==> config.mk <==
export PLATFORM = sky130hd
export DESIGN_NAME = latched_piso
export DESIGN_NICKNAME = d
export VERILOG_FILES = /design/src/rtl/piso_pkg.sv /design/src/rtl/strobe_rise.sv /design/src/rtl/storage_reg.sv /design/src/rtl/shift_chain.sv /design/src/rtl/latched_piso.sv
export SDC_FILE = /design/constraint.sdc
export NUM_CORES = 1
export LEC_CHECK = 0
export ABC_AREA = 0
export BUFFER_PORTS_ARGS = -buffer_cell sky130_fd_sc_hd__clkbuf_2
export CAP_MARGIN = 20
export CORE_MARGIN = 2
export CORE_UTILIZATION = 40
export CTS_CLUSTER_SIZE = 8
export DETAILED_ROUTE_END_ITERATION = 7
export SYNTH_ARGS = -nofsm -noshare
export SYNTH_HDL_FRONTEND = slang
export SYNTH_HIERARCHICAL = 1
export SYNTH_SLANG_ARGS = --single-unit
==> constraint.sdc <==
create_clock -name clk -period 1.2 [get_ports clk]
set_input_delay 0.24 -clock clk [delete_from_list [all_inputs] [get_ports clk]]
set_output_delay 0.24 -clock clk [all_outputs]
set_load 0.005 [all_outputs]
==> src/rtl/piso_pkg.sv <==
package piso_pkg;

  // What the shift chain does on a given clock edge
  typedef enum logic [1:0] {
    ACT_HOLD       = 2'd0,
    ACT_SHIFT      = 2'd1,
    ACT_LOAD_STORE = 2'd2,
    ACT_LOAD_PINS  = 2'd3
  } sr_act_e;

  // Load control overrides shifting; a capture during load passes pins through
  function automatic sr_act_e decode_act(input logic load_n,
                                         input logic cap_rise,
                                         input logic shf_rise);
    if (!load_n) begin
      return cap_rise ? ACT_LOAD_PINS : ACT_LOAD_STORE;
    end
    return shf_rise ? ACT_SHIFT : ACT_HOLD;
  endfunction

endpackage

==> src/rtl/strobe_rise.sv <==
module strobe_rise (
  input  logic clk,
  input  logic rst_n,
  input  logic lvl,
  output logic rise
);
  logic lvl_q;

  always_ff @(posedge clk) begin
    if (!rst_n) lvl_q <= 1'b0;
    else        lvl_q <= lvl;
  end

  assign rise = lvl & ~lvl_q;

  // A held level produces a single-cycle event only
  p_rise_single_r5: assert property (@(posedge clk) disable iff (!rst_n)
    rise |=> !rise);

endmodule

==> src/rtl/storage_reg.sv <==
module storage_reg #(
  parameter int W = 8
) (
  input  logic         clk,
  input  logic         rst_n,
  input  logic         cap_rise,
  input  logic [W-1:0] par_in,
  output logic [W-1:0] store_q
);
  always_ff @(posedge clk) begin
    if (!rst_n)        store_q <= '0;
    else if (cap_rise) store_q <= par_in;
  end

  p_capture_r2: assert property (@(posedge clk) disable iff (!rst_n)
    cap_rise |=> store_q == $past(par_in));

  p_hold_r10: assert property (@(posedge clk) disable iff (!rst_n)
    !cap_rise |=> $stable(store_q));

endmodule

==> src/rtl/shift_chain.sv <==
module shift_chain
  import piso_pkg::*;
#(
  parameter int W = 8
) (
  input  logic         clk,
  input  logic         rst_n,
  input  sr_act_e      act,
  input  logic         ser_in,
  input  logic [W-1:0] store_q,
  input  logic [W-1:0] par_in,
  output logic [W-1:0] shift_q
);
  logic [W-1:0] shift_d;

  // Stage 0 takes the serial bit, every other stage takes its predecessor
  function automatic logic [W-1:0] step_toward_out(input logic [W-1:0] cur,
                                                   input logic         bit_in);
    logic [W-1:0] nxt;
    nxt[0] = bit_in;
    for (int i = 1; i < W; i++) nxt[i] = cur[i-1];
    return nxt;
  endfunction

  always_comb begin
    unique case (act)
      ACT_SHIFT:      shift_d = step_toward_out(shift_q, ser_in);
      ACT_LOAD_STORE: shift_d = store_q;
      ACT_LOAD_PINS:  shift_d = par_in;
      default:        shift_d = shift_q;
    endcase
  end

  always_ff @(posedge clk) begin
    if (!rst_n) shift_q <= '0;
    else        shift_q <= shift_d;
  end

endmodule

==> src/rtl/latched_piso.sv <==
module latched_piso
  import piso_pkg::*;
#(
  parameter int WIDTH = 8
) (
  input  logic             clk,
  input  logic             rst_n,
  input  logic [WIDTH-1:0] par_in,
  input  logic             cap_stb,
  input  logic             shf_stb,
  input  logic             load_n,
  input  logic             ser_in,
  input  logic             oe_n,
  output logic             sout_val,
  output logic             sout_drive
);
  localparam int NSTB = 2;
  localparam int MSB  = WIDTH - 1;

  logic [NSTB-1:0]  stb_lvl;
  logic [NSTB-1:0]  stb_rise;
  logic             cap_rise;
  logic             shf_rise;
  logic [WIDTH-1:0] store_q;
  logic [WIDTH-1:0] shift_q;
  sr_act_e          act;

  assign stb_lvl = {shf_stb, cap_stb};

  for (genvar g = 0; g < NSTB; g++) begin : g_edge
    strobe_rise u_rise (
      .clk   (clk),
      .rst_n (rst_n),
      .lvl   (stb_lvl[g]),
      .rise  (stb_rise[g])
    );
  end

  assign cap_rise = stb_rise[0];
  assign shf_rise = stb_rise[1];

  assign act = decode_act(load_n, cap_rise, shf_rise);

  storage_reg #(.W(WIDTH)) u_store (
    .clk      (clk),
    .rst_n    (rst_n),
    .cap_rise (cap_rise),
    .par_in   (par_in),
    .store_q  (store_q)
  );

  shift_chain #(.W(WIDTH)) u_chain (
    .clk     (clk),
    .rst_n   (rst_n),
    .act     (act),
    .ser_in  (ser_in),
    .store_q (store_q),
    .par_in  (par_in),
    .shift_q (shift_q)
  );

  assign sout_val   = shift_q[MSB];
  assign sout_drive = ~oe_n;

  // Guards on the shift chain, written from the raw control inputs
  p_load_store_r3: assert property (@(posedge clk) disable iff (!rst_n)
    (!load_n && !cap_rise) |=> shift_q == $past(store_q));

  p_pass_pins_r4: assert property (@(posedge clk) disable iff (!rst_n)
    (!load_n && cap_rise) |=> shift_q == $past(par_in));

  p_shift_r5: assert property (@(posedge clk) disable iff (!rst_n)
    (load_n && shf_rise) |=> shift_q == {$past(shift_q[MSB-1:0]), $past(ser_in)});

  p_idle_r5: assert property (@(posedge clk) disable iff (!rst_n)
    (load_n && !shf_rise) |=> $stable(shift_q));

  p_both_r6: assert property (@(posedge clk) disable iff (!rst_n)
    (load_n && shf_rise && cap_rise) |=> store_q == $past(par_in));

endmodule

-- After elaboration in Yosys (flattened, before gate mapping)
Index checks and enable logic that the tools add are counted.
W data, S select, Z words.
- bits in registers: 18
- word-level logic and storage cells: 17
- input port bits: 15
- mux-type cells: 4
- eq/ne operators: 3
- bitwise operators: 5
- reductions and logical operators: 1
- operator list (operator ; number):
    $pmux W8 S3 ; 1
    $eq A2 B2 Y1 const B ; 2
    $not A1 Y1 ; 3
    $reduce_bool A3 Y1 ; 1
    $and A1 B1 Y1 ; 2
    $eq A2 B1 Y1 const B ; 1
    $mux W1 ; 2
    $mux W2 ; 1

-- Depth between registers and ports, before layout
- depth in word-level cells: 6
- mapped depth: 6
- mapped depth without buffers: 4

-- By module
Netlist, hierarchy kept.
- by module, submodules not included (module ; area an instance (um^2) ; seq. area each (um^2) ; cells an instance ; instances):
    shift_chain ; 415.4 ; 160.2 ; 37 ; 1
    storage_reg ; 301.5 ; 160.2 ; 25 ; 1
    strobe_rise ; 40.0 ; 20.0 ; 3 ; 2
    latched_piso ; 22.5 ; 0.0 ; 3 ; 1

-- Least setup slack after synthesis
Ideal clock, no wire load.
- kind: reg-to-reg
- from: reg g_edge[0].u_rise.lvl_q
- to: reg u_chain.shift_q[1]
- period minus slack after synthesis: 1.256 ns
- required time: 1.072 ns
- cell stages (with the launch flop): 7
- buffers on the path: 2
- slack: -0.056 ns
- arrival time: 1.129 ns
- cell sequence: dfxtp_1 nor2b_4 mux2_4 buf_6 buf_12 mux2i_1 o22ai_1
- cells in the longest elaborated chain, start to end: 6
- elaborated cells on any way between the ends: 9
- ends and longest elaborated chain (what ; RTL line ; text):
    start, declared ; strobe_rise.sv:7 ; logic lvl_q;
    start signal, assigned ; strobe_rise.sv:11 ; else lvl_q <= lvl;
    $not A1 Y1 (*) ; strobe_rise.sv:14 ; assign rise = lvl & ~lvl_q;
    $and A1 B1 Y1 (*) ; strobe_rise.sv:14 ;
    via cap_rise ; latched_piso.sv:22 ; logic cap_rise;
    $mux W1 (*) ; piso_pkg.sv:16 ; return cap_rise ? ACT_LOAD_PINS : ACT_LOAD_STORE;
    $mux W2 (*) ; piso_pkg.sv:18 ; return shf_rise ? ACT_SHIFT : ACT_HOLD;
    via act[0] ; latched_piso.sv:26 ; sr_act_e act;
    $eq A2 B2 Y1 or $eq A2 B1 Y1 (tied branches) ; shift_chain.sv:26 ; unique case (act)
    $pmux W8 S3 or $reduce_bool A3 Y1 (tied branches) ; - ;
    end signal, assigned ; shift_chain.sv:36 ; else shift_q <= shift_d;
    end, declared ; shift_chain.sv:12 ; output logic [W-1:0] shift_q
Mark *: on every way through the listed nets, which the timed path passes. The rest lies on a longest branch.
A chain may end at the register's enable or synchronous reset.

-- Worst setup path after layout
- from: reg g_edge[0].u_rise.lvl_q
- to: reg u_chain.shift_q[0]
Same word-level chain as after synthesis.

==> flow_metrics.py <==
metrics = {
    "global_route": {
        "grt_first_pass_wirelength_um": 2460,
        "grt_antenna_before_repair": 0,
        "groute.usage.overall_pct": 13.5,
        "grt_max_degree": 11,
        "grt_overflow": 0,
        "first_global_vias": 556,
    },
    "logic_synthesis": {
        "netlist_area_um2": 820,
        "synth_top_cells_by_area": "sky130_fd_sc_hd__dfxtp_1, sky130_fd_sc_hd__mux2i_1, sky130_fd_sc_hd__nor2b_1",
        "ys_seq_area_share_pct": 44.0,
        "post-synth-top-area-cell": "sky130_fd_sc_hd__dfxtp_1",
        "synth-warning-count": 6,
        "netlist.area_leader.share_pct": 44.0,
        "netlist-cell-type-count": 13,
        "synth_cells": 71,
        "synth_nets": 86,
        "synth.ff_latch_count": 18,
        "syn-mean-instance-area_um2": 11.5,
    },
    "run_status": {
        "violations": "negative setup slack",
        "outcome": "finished with violations",
    },
    "clocking": {
        "clock_tree.htree_level_count": 1,
        "clkTransAtPathRegs_ns": 0.10,
        "numCtsBuffers": 3,
        "tritoncts": "built",
        "clock_tree.root_cell": "sky130_fd_sc_hd__clkbuf_4",
        "insertion_delay_ns": 0.29,
        "cts_hold_buf": 0,
        "clock_sinks": 18,
        "clk_path_buf_depth": 2,
    },
    "floorplanning": {
        "floorplan.io_pins": 17,
        "die-width_um": 49.3,
        "coreArea_mm2": 0.00194,
        "initial_core_util_pct": 42.2,
        "die_outline_area_mm2": 0.00243,
        "floorplan.die.height_um": 49.3,
        "num_rows": 16,
    },
    "power_and_ir_drop": {
        "sequential_share_of_power_pct": 51.9,
        "share_clk_of_total_power_pct": 29.7,
        "cell_internal_pwr_mw": 0.957,
        "cellPowerDensity_mw_per_mm2": 1250,
        "combPwrFrac_pct": 18.4,
        "worst_ir_drop_vdd_mv": 0.666,
        "totalPowerFinal_mw": 1.26,
        "total_leakage_power_nw": 0.448,
        "sw_power_mw": 0.305,
        "switching_portion_of_total_power_pct": 24.2,
    },
    "setup_path": {
        "maximum_single_stage_delay_on_the_critical_path_ns": 0.36,
        "timing.critical_path.arrival_ns": 1.43,
        "cp_num_buf_inv": 1,
        "critical-path-top-delay-family": "multiplexers",
        "worstPathCellList": "nor2b_4 > mux2_4 > buf_12 > mux2i_2 > o22ai_1",
        "worst-path-max-fanout": 5,
        "worstSetupPathType": "register to register",
        "worst_setup_path_end_kind": "register",
        "worst_ep_required_time_ns": 1.38,
        "cpMaxStageDelayCell": "sky130_fd_sc_hd__dfxtp_2",
        "worst_setup_start_kind": "register",
    },
    "drt": {
        "routed_wl_um": 1440,
        "via_per_inst": 4.73,
        "dr_total_vias": 568,
        "drc_marker_count_from_the_first_detailed_route_iteration": 5,
        "wl_per_cell_um": 12.0,
        "dr.pass1.iters": 2,
        "ant_nets": 0,
        "drc_errors": 0,
    },
    "final_layout": {
        "area.growth.synth_to_final_pct": 23.5,
        "sequential_cell_area_um2": 363,
        "layout_commonest_cell": "sky130_fd_sc_hd__mux2i_1",
        "multi_input_area_um2": 413,
        "insertedDiodeCount": 0,
        "final_design_area_excluding_fillers_mm2": 0.00101,
        "layout-drive-gt1-share_pct": 35.5,
        "finish.cell_count_without_fillers": 120,
        "fillCellCount": 193,
        "fin_util_pct": 52.1,
        "mostFrequentLayoutCells": "sky130_fd_sc_hd__mux2i_1, sky130_fd_sc_hd__clkbuf_2, sky130_fd_sc_hd__dfxtp_1",
        "final_net_count": 109,
    },
    "place": {
        "place.detailed.instances": 112,
        "gpl.final_weighted_congestion": 0.684,
        "numPortBuffers": 16,
        "detailed_place_hpwl_um": 968,
        "post_place_setup_slack_ns": -0.0999,
        "placement.cell_area_um2": 905,
    },
    "timing": {
        "final_hold_viol_count": 0,
        "fin_hold_ws_ns": 0.169,
        "fmax_mhz": 799,
        "timing_max_transition_violations_final": 0,
        "worst_margin_slew_ns": 0.324,
        "relSlewSlack_pct": 78.4,
        "grt_setup_unrepaired": "true",
        "period_share_pct": 104,
        "fin_skew_ns": 0.000728,
        "post-route-min-period_ns": 1.25,
        "setup_total_negative_slack_ns": -0.198,
        "final-setup-viol-count": 7,
        "worst_slack_ns": -0.0513,
    },
    "job": {
        "max_cap_violations": 0,
    },
    "worst_hold_path": {
        "hp-class": "input pin to register",
    },
}
[power groups by stage]
stage          combinational [mW]  sequential, mW  clock, mW
2_1_floorplan               0.154           0.663          0
3_3_place_gp                0.184           0.667          0
3_5_place_dp                0.187           0.668          0
4_1_cts                     0.209           0.654      0.381
5_1_grt                     0.252           0.659      0.420
6_report                    0.232           0.655      0.375
[worst reg2reg max path, delay by kind of cell (launching register included)]
family / cells / cell delay (ns)
AO/OA/AOI/OAI: 1 / 0.09
buffers and inverters: 1 / 0.15
flip-flops: 1 / 0.36
multiplexers: 2 / 0.49
AND/OR/NAND/NOR: 1 / 0.04
[kinds of logic (layout without fill, tap and decap cells)]
kind of cell / after synthesis / count (layout) / synth area share [%]
simple gates: 14 / 14 / 12.2
buf+inv: 6 / 28 / 6.56
mux: 25 / 25 / 31.1
compound gates: 8 / 8 / 6.11
flops: 18 / 18 / 44.0
[state kept, by name, summed over array words and instances (netlist names)]
name                 count
g_edge.u_rise/lvl_q      2
u_store/store_q          8
u_chain/shift_q          8
[synthesized netlist by cell type]
master	n
sky130_fd_sc_hd__and2_1	2
sky130_fd_sc_hd__nor2b_1	8
sky130_fd_sc_hd__nand2b_1	1
sky130_fd_sc_hd__inv_1	2
sky130_fd_sc_hd__dfxtp_1	18
sky130_fd_sc_hd__mux2i_1	24
sky130_fd_sc_hd__buf_6	2
sky130_fd_sc_hd__mux2_4	1
sky130_fd_sc_hd__buf_12	1
sky130_fd_sc_hd__nand2_1	1
sky130_fd_sc_hd__o22ai_1	8
sky130_fd_sc_hd__nor2b_4	2
sky130_fd_sc_hd__buf_1	1
[worst paths after layout]
path / start / endpoint / slack (ns) / cells past startpoint
min reg2reg: u_store/store_q[3]$_SDFFE_PN0P_ / u_store/store_q[3]$_SDFFE_PN0P_ / 0.53 / 2
max: g_edge[0].u_rise/lvl_q$_SDFF_PN0_ / u_chain/shift_q[0]$_SDFFE_PN0P_ / -0.05 / 5
min: cap_stb / g_edge[0].u_rise/lvl_q$_SDFF_PN0_ / 0.17 / 2
max reg2reg: g_edge[0].u_rise/lvl_q$_SDFF_PN0_ / u_chain/shift_q[0]$_SDFFE_PN0P_ / -0.05 / 5
[routing by layer]
layer	vias to the layer above	global-route usage (%)	part of all wire, %
met5	-	0	0
met4	0	8.57	0.97
met3	2	2.76	2.2
met2	8	20.3	46
met1	262	17.4	50
li1	296	-	-
[final cells by class]
cell class | count | share of cell area [%]
multi-input cells | 47 | 40.8
flip-flops and latches | 18 | 35.8
repair buffers | 22 | 15.7
clock buffers | 4 | 3.58
well taps | 27 | 3.34
inverters | 2 | 0.742
[timing repair]
item	CTS	global route
pin swaps	0	1
gates cloned	0	1
setup endpoints to repair	8	8
resized for setup	0	3
setup buffers	3	0
(Power assumes the default switching activity.)
